## src/rtl/sysctl_pkg.sv

```systemverilog
package sysctl_pkg;
  localparam int DW = 32;
  localparam logic [19:0] MAIN_PAGE  = 20'hE000E;
  localparam logic [19:0] ALIAS_PAGE = 20'hE002E;
  localparam logic [11:0] OFF_RSTCTL = 12'hD0C;
  localparam logic [11:0] OFF_CFG    = 12'hD14;
  localparam logic [11:0] OFF_FLT    = 12'hD28;
  localparam logic [11:0] OFF_SWTRIG = 12'hF00;
  localparam logic [15:0] WR_KEY = 16'h05FA;
  localparam logic [15:0] RD_KEY = 16'hFA05;
  localparam logic [DW-1:0] FLT_IMPL   = 32'h030F_BFBB;
  localparam logic [DW-1:0] FLT_SHARED = 32'h0000_FF00;
  localparam logic [DW-1:0] CFG_BANKED = 32'h0000_001A;
  localparam logic [DW-1:0] CFG_SHARED = 32'h0000_0100;
  localparam logic [DW-1:0] CFG_ONES   = 32'h0000_0200;

  typedef enum logic [2:0] {SEL_NONE, SEL_RSTCTL, SEL_CFG, SEL_FLT, SEL_SWTRIG} reg_sel_e;

  typedef struct packed {
    logic     hit;
    logic     razwi;
    logic     err;
    logic     bank_s;
    reg_sel_e sel;
  } route_t;

  function automatic logic [DW-1:0] w1c(logic [DW-1:0] cur, logic [DW-1:0] clr, logic [DW-1:0] set);
    return (cur & ~clr) | set;
  endfunction

  function automatic logic key_ok(logic [DW-1:0] wd);
    return wd[31:16] == WR_KEY;
  endfunction

  function automatic reg_sel_e decode_off(logic [11:0] off);
    case (off)
      OFF_RSTCTL: return SEL_RSTCTL;
      OFF_CFG:    return SEL_CFG;
      OFF_FLT:    return SEL_FLT;
      OFF_SWTRIG: return SEL_SWTRIG;
      default:    return SEL_NONE;
    endcase
  endfunction
endpackage

```

## src/rtl/sysctl_route.sv

```systemverilog
module sysctl_route
  import sysctl_pkg::*;
#(
  parameter bit HAS_SEC = 1'b1
) (
  input  logic          req_valid,
  input  logic [DW-1:0] req_addr,
  input  logic          req_write,
  input  logic          req_priv,
  input  logic          req_secure,
  input  logic          usm_s,
  input  logic          usm_ns,
  output route_t        route
);
  logic in_main, in_alias, sec_ok, usm;

  assign in_main  = req_addr[31:12] == MAIN_PAGE;
  assign in_alias = req_addr[31:12] == ALIAS_PAGE;
  assign sec_ok   = HAS_SEC && req_secure;

  always_comb begin
    route = '{hit: 1'b0, razwi: 1'b0, err: 1'b0, bank_s: 1'b0, sel: SEL_NONE};
    usm = 1'b0;
    if (req_valid) begin
      if (in_alias && !sec_ok) begin
        route.razwi = 1'b1;
      end else if (!in_main && !in_alias) begin
        route.err = 1'b1;
      end else begin
        route.bank_s = in_main && sec_ok;
        route.sel    = decode_off(req_addr[11:0]);
        usm          = route.bank_s ? usm_s : usm_ns;
        if (!req_priv && !(route.sel == SEL_SWTRIG && req_write && usm))
          route.err = 1'b1;
        else
          route.hit = 1'b1;
      end
    end
  end
endmodule

```

## src/rtl/sysctl_rstctl.sv

```systemverilog
module sysctl_rstctl
  import sysctl_pkg::*;
#(
  parameter bit HAS_SEC = 1'b1,
  parameter int PG_W    = 3
) (
  input  logic            clk,
  input  logic            rst_n,
  input  logic            we,
  input  logic            bank_s,
  input  logic [DW-1:0]   wdata,
  output logic [DW-1:0]   rdata,
  output logic [PG_W-1:0] prigroup_s,
  output logic [PG_W-1:0] prigroup_ns,
  output logic            reset_fire
);
  logic            reqs, bfh, pris, acc;
  logic [PG_W-1:0] pg_s, pg_ns;

  assign acc        = we && key_ok(wdata);
  assign reset_fire = acc && wdata[2] && (bank_s || !reqs);

  always_ff @(posedge clk or negedge rst_n) begin
    if (!rst_n) begin
      pg_s <= '0; pg_ns <= '0; reqs <= 1'b0; bfh <= 1'b0; pris <= 1'b0;
    end else if (acc) begin
      if (bank_s) pg_s <= wdata[8 +: PG_W];
      else        pg_ns <= wdata[8 +: PG_W];
      if (bank_s && HAS_SEC) begin
        reqs <= wdata[3]; bfh <= wdata[13]; pris <= wdata[14];
      end
    end
  end

  always_comb begin
    rdata = '0;
    rdata[31:16] = RD_KEY;
    rdata[14] = pris;
    rdata[13] = bfh;
    rdata[3]  = reqs;
    rdata[8 +: PG_W] = bank_s ? pg_s : pg_ns;
  end

  assign prigroup_s  = pg_s;
  assign prigroup_ns = pg_ns;
endmodule

```

## src/rtl/sysctl_fault.sv

```systemverilog
module sysctl_fault
  import sysctl_pkg::*;
#(
  parameter bit HAS_SEC = 1'b1
) (
  input  logic          clk,
  input  logic          rst_n,
  input  logic          we,
  input  logic          bank_s,
  input  logic [DW-1:0] wdata,
  input  logic [DW-1:0] fset,
  input  logic          fset_secure,
  output logic [DW-1:0] rdata
);
  localparam logic [DW-1:0] BMASK = FLT_IMPL & ~FLT_SHARED;
  localparam logic [DW-1:0] SMASK = FLT_IMPL & FLT_SHARED;

  logic [DW-1:0] bnk_ns, bnk_s, shr;
  logic          to_s;

  assign to_s = HAS_SEC && fset_secure;

  always_ff @(posedge clk or negedge rst_n) begin
    if (!rst_n) begin
      bnk_ns <= '0; shr <= '0;
    end else begin
      bnk_ns <= w1c(bnk_ns, (we && !bank_s) ? wdata : '0, to_s ? '0 : fset) & BMASK;
      shr    <= w1c(shr, we ? wdata : '0, fset) & SMASK;
    end
  end

  generate
    if (HAS_SEC) begin : g_sec_bank
      always_ff @(posedge clk or negedge rst_n) begin
        if (!rst_n) bnk_s <= '0;
        else bnk_s <= w1c(bnk_s, (we && bank_s) ? wdata : '0, to_s ? fset : '0) & BMASK;
      end
    end else begin : g_no_sec_bank
      assign bnk_s = '0;
    end
  endgenerate

  assign rdata = (bank_s ? bnk_s : bnk_ns) | shr;
endmodule

```

## src/rtl/sysctl_bank_gate.sv

```systemverilog
module sysctl_bank_gate
  import sysctl_pkg::*;
#(
  parameter bit HAS_SEC = 1'b1,
  parameter int PG_W    = 3,
  parameter int IRQ_W   = 9
) (
  input  logic             clk,
  input  logic             rst_n,
  input  logic             req_valid,
  input  logic [31:0]      req_addr,
  input  logic [31:0]      req_wdata,
  input  logic             req_write,
  input  logic             req_priv,
  input  logic             req_secure,
  input  logic [31:0]      fault_set,
  input  logic             fault_set_secure,
  output logic             rsp_valid,
  output logic             rsp_err,
  output logic [31:0]      rsp_rdata,
  output logic             sys_reset_req,
  output logic             swtrig_valid,
  output logic [IRQ_W-1:0] swtrig_num,
  output logic [PG_W-1:0]  prigroup_s,
  output logic [PG_W-1:0]  prigroup_ns
);
  route_t        rt;
  logic [DW-1:0] cfg_s, cfg_ns, cfg_rdata, rst_rdata, flt_rdata, rd_mux;
  logic          cfg_sh, rst_fire, wr_hit, sw_fire;

  sysctl_route #(.HAS_SEC(HAS_SEC)) u_route (
    .req_valid(req_valid), .req_addr(req_addr), .req_write(req_write),
    .req_priv(req_priv), .req_secure(req_secure),
    .usm_s(cfg_s[1]), .usm_ns(cfg_ns[1]), .route(rt)
  );

  assign wr_hit  = rt.hit && req_write;
  assign sw_fire = wr_hit && rt.sel == SEL_SWTRIG;

  sysctl_rstctl #(.HAS_SEC(HAS_SEC), .PG_W(PG_W)) u_rstctl (
    .clk(clk), .rst_n(rst_n), .we(wr_hit && rt.sel == SEL_RSTCTL),
    .bank_s(rt.bank_s), .wdata(req_wdata), .rdata(rst_rdata),
    .prigroup_s(prigroup_s), .prigroup_ns(prigroup_ns), .reset_fire(rst_fire)
  );

  sysctl_fault #(.HAS_SEC(HAS_SEC)) u_fault (
    .clk(clk), .rst_n(rst_n), .we(wr_hit && rt.sel == SEL_FLT),
    .bank_s(rt.bank_s), .wdata(req_wdata), .fset(fault_set),
    .fset_secure(fault_set_secure), .rdata(flt_rdata)
  );

  // configuration register: banked bits per state, one shared bit, forced ones
  always_ff @(posedge clk or negedge rst_n) begin
    if (!rst_n) begin
      cfg_s <= '0; cfg_ns <= '0; cfg_sh <= 1'b0;
    end else if (wr_hit && rt.sel == SEL_CFG) begin
      if (rt.bank_s) cfg_s  <= req_wdata & CFG_BANKED;
      else           cfg_ns <= req_wdata & CFG_BANKED;
      cfg_sh <= |(req_wdata & CFG_SHARED);
    end
  end

  assign cfg_rdata = (rt.bank_s ? cfg_s : cfg_ns) | (cfg_sh ? CFG_SHARED : '0) | CFG_ONES;

  always_comb begin
    case (rt.sel)
      SEL_RSTCTL: rd_mux = rst_rdata;
      SEL_CFG:    rd_mux = cfg_rdata;
      SEL_FLT:    rd_mux = flt_rdata;
      default:    rd_mux = '0;
    endcase
  end

  always_ff @(posedge clk or negedge rst_n) begin
    if (!rst_n) begin
      rsp_valid <= 1'b0; rsp_err <= 1'b0; rsp_rdata <= '0;
      sys_reset_req <= 1'b0; swtrig_valid <= 1'b0; swtrig_num <= '0;
    end else begin
      rsp_valid     <= req_valid;
      rsp_err       <= rt.err;
      rsp_rdata     <= (rt.hit && !req_write) ? rd_mux : '0;
      sys_reset_req <= rst_fire;
      swtrig_valid  <= sw_fire;
      if (sw_fire) swtrig_num <= req_wdata[IRQ_W-1:0];
    end
  end
endmodule

```

## config.mk

```make
export PLATFORM = sky130hd
export DESIGN_NAME = sysctl_bank_gate
export DESIGN_NICKNAME = d
export VERILOG_FILES = /design/src/rtl/sysctl_pkg.sv /design/src/rtl/sysctl_route.sv /design/src/rtl/sysctl_rstctl.sv /design/src/rtl/sysctl_fault.sv /design/src/rtl/sysctl_bank_gate.sv
export SDC_FILE = /design/constraint.sdc
export NUM_CORES = 1
export LEC_CHECK = 0
export ABC_AREA = 1
export BUFFER_PORTS_ARGS = -buffer_cell sky130_fd_sc_hd__buf_2
export CORE_UTILIZATION = 52
export DETAILED_ROUTE_END_ITERATION = 10
export PLACE_DENSITY = 0.85
export SKIP_CTS_REPAIR_TIMING = 1
export SLEW_MARGIN = 15
export SYNTH_ARGS = -nofsm -noshare
export SYNTH_HDL_FRONTEND = slang
export SYNTH_HIERARCHICAL = 1
export SYNTH_SLANG_ARGS = --single-unit
export TNS_END_PERCENT = 100
```

## constraint.sdc

```tcl
create_clock -name clk -period 2.6 [get_ports clk]
set_clock_uncertainty 0.1 [all_clocks]
set_input_delay 0.26 -clock clk [delete_from_list [all_inputs] [get_ports clk]]
set_output_delay 0.26 -clock clk [all_outputs]
set_load 0.01 [all_outputs]
```

==> flow_summary.ini <==
[run_status]
status = completed

[synth]
yosysWarnings = 6
synthCells = 633
synth.avg_cell_area_um2 = 7.820
syn_area_mm2 = 0.004950

[worst_setup_path]
rr_endpoint = u_rstctl/prigroup_s[0]
max_stage_delay_ns = 0.53
end_kind = register
worst_path_most_repeated_cell = nand2_1
cp.required_ns = 2.76
worst-setup-path-type = in2reg
arrival_ns = 2.55
path_buf_inv = 4
critPathTopFamily = simple AND/OR/NAND/NOR gates
slowest_stage = dlygate4sd3_1
cp-start-kind = input pin
cp_max_fo = 6
r2r_start = cfg_s[1]
r2r_cells = 13
r2r_slack_ns = 0.47
crit_chain = dlygate4sd3_1 -> buf_2 -> nand3_1 -> nor2_1 -> buf_4 -> nor4_1 -> nand2_1 -> nor2_2 -> inv_1 -> nor2_2 -> nand3_2 -> nand2_1 -> nand2_1

[route]
via_per_inst = 5.064
wl_per_cell_um = 13.86
drt_pre_antenna_iters = 5
wl_mm = 12.64
drc = 0
antenna_left = 0
initialDrtViolationCount = 323
vias = 4618

[die]
die_h_um = 99.57
pin_count = 154
dieArea_mm2 = 0.009913
core_mm2 = 0.009240
initial_core_util = 0.5357
die_x_um = 99.57
rows = 35

[pwr]
switchingPower_uw = 668.7
p_leak_nw = 3.090
peakVddDrop_mv = 0.2391
p_int_mw = 1.970
p_comb_frac = 0.072
finalPower_mw = 2.639
powerDensity_mw_per_mm2 = 444.8
power.share.sequential = 0.542
clkPwrFrac = 0.386
swShare = 0.2534

[cts]
cts.clk_slew.worst_paths_ns = 0.10
cts.sinks = 92
cts_made_buffers = 9
cts.path.max_buffers = 2
clock_latency_ns = 0.37
h-tree-depth = 3
cts_root_buf = clkbuf_8
cts_tree = yes

[layout]
design_area_mm2 = 0.005933
utilization = 0.6421
drive_gt1_frac = 0.2618
fin_cells = 912
diodes = 0
nNetsFinal = 881
syn_to_final_growth_pct = 19.87
fillCellCount = 824

[grt]
grt_pass1_vias = 4478
grt_usage = 0.2614
grt_max_degree = 48
antenna_found_initial = 0
grt_pass1_wl_mm = 20.28
grt_overflow = 0

[timing]
setup_slack_ns = 0.2153
max_slew.worst_pin.slew_ns = 1.018
min_period_ns = 2.385
hold_ws_ns = 0.004321
rsz0062_at_grt = false
finalHoldViolations = 0
fin_crit_sh = 0.9172
final_max_slew_viol_count = 0
max_freq_mhz = 419.3
setup_viol = 0
slew_headroom = 0.3173
finalSetupTns_ns = 0

[hold_path]
holdPathStages = 3
hold_class = in2reg
min-delay-start = fault_set[19]
hold_end = u_fault/bnk_s[19]

[placement]
placedCellCount = 885
gp_congestion = 0.8282
dp_hpwl_mm = 8.580
io_buffers = 140
dpl-instance-area_mm2 = 0.005620
post-place-ws_ns = -0.1022

[job]
maxCapViolations = 0
-- cells in the final DEF (no fill, tap or decap), types with 9 or more instances in the layout --
cell and count:
nand2_1 254, buf_2 139, nor2_1 14, a21oi_1 30
buf_4 11, conb_1 39, clkbuf_8 9, inv_1 35
dfrtp_1 92, dlygate4sd3_1 10, nand3_1 79
-- layer usage --
metal | vias to the layer above | track usage | wire length, um
met1 | 2162 | 0.3296 | 5197
met5 | - | 0 | 0
li1 | 2217 | - | -
met2 | 199 | 0.4476 | 6338
met3 | 40 | 0.03514 | 713
met4 | 0 | 0.1222 | 388
-- power by group through the flow --
stage               Sequential [mW]  Combinational [mW]  Clock [mW]
floorplan                      1.46              0.0875           0
global placement               1.46               0.169           0
detailed placement             1.46               0.175           0
CTS                            1.43               0.176        1.03
global route                   1.43               0.214        1.09
finish                         1.43               0.189        1.02
-- area by class of cell --
| cell class | count | area, um^2 | area share |
|---|---|---|---|
| Sequential cell | 92 | 2302 | 0.3880 |
| Clock buffer | 10 | 127.6 | 0.02151 |
| Clock inverter | 6 | 75.07 | 0.01265 |
| Multi-Input combinational cell | 470 | 2166 | 0.3650 |
| Inverter | 42 | 162.7 | 0.02741 |
| Tap cell | 129 | 161.4 | 0.02720 |
| Timing Repair Buffer | 163 | 938.4 | 0.1582 |
-- how the worst max path moves through the flow --
| stage | start | depth (start not counted) | end | slack, ns |
|---|---|---|---|---|
| after floorplan | req_addr[20] | 16 | u_rstctl/prigroup_s[0] | 0.32 |
| after global placement | req_addr[20] | 12 | rsp_rdata[13] | 0.02 |
| after detailed placement | req_addr[20] | 12 | rsp_rdata[29] | -0.10 |
| after CTS | req_addr[20] | 12 | rsp_rdata[29] | 0.29 |
| after global routing | req_addr[23] | 17 | u_rstctl/prigroup_s[2] | 0.006 |
| final | req_valid | 13 | u_rstctl/prigroup_s[0] | 0.22 |
-- state kept, by name, indices dropped and copies added, names as in the netlist, 3 cells and up --
register              count
u_rstctl/prigroup_s       3
u_rstctl/prigroup_ns      3
cfg_s                     3
rsp_rdata                32
swtrig_num                9
u_fault/bnk_s            12
u_fault/bnk_ns           12
cfg_ns                    3
u_fault/shr               7
-- tightest hold or removal path, stage by stage --
cell and delay (ns):
buf_2 0.09, nand2_1 0.04, nand2_1 0.05
Note: power is estimated with default switching activity, not from simulation.
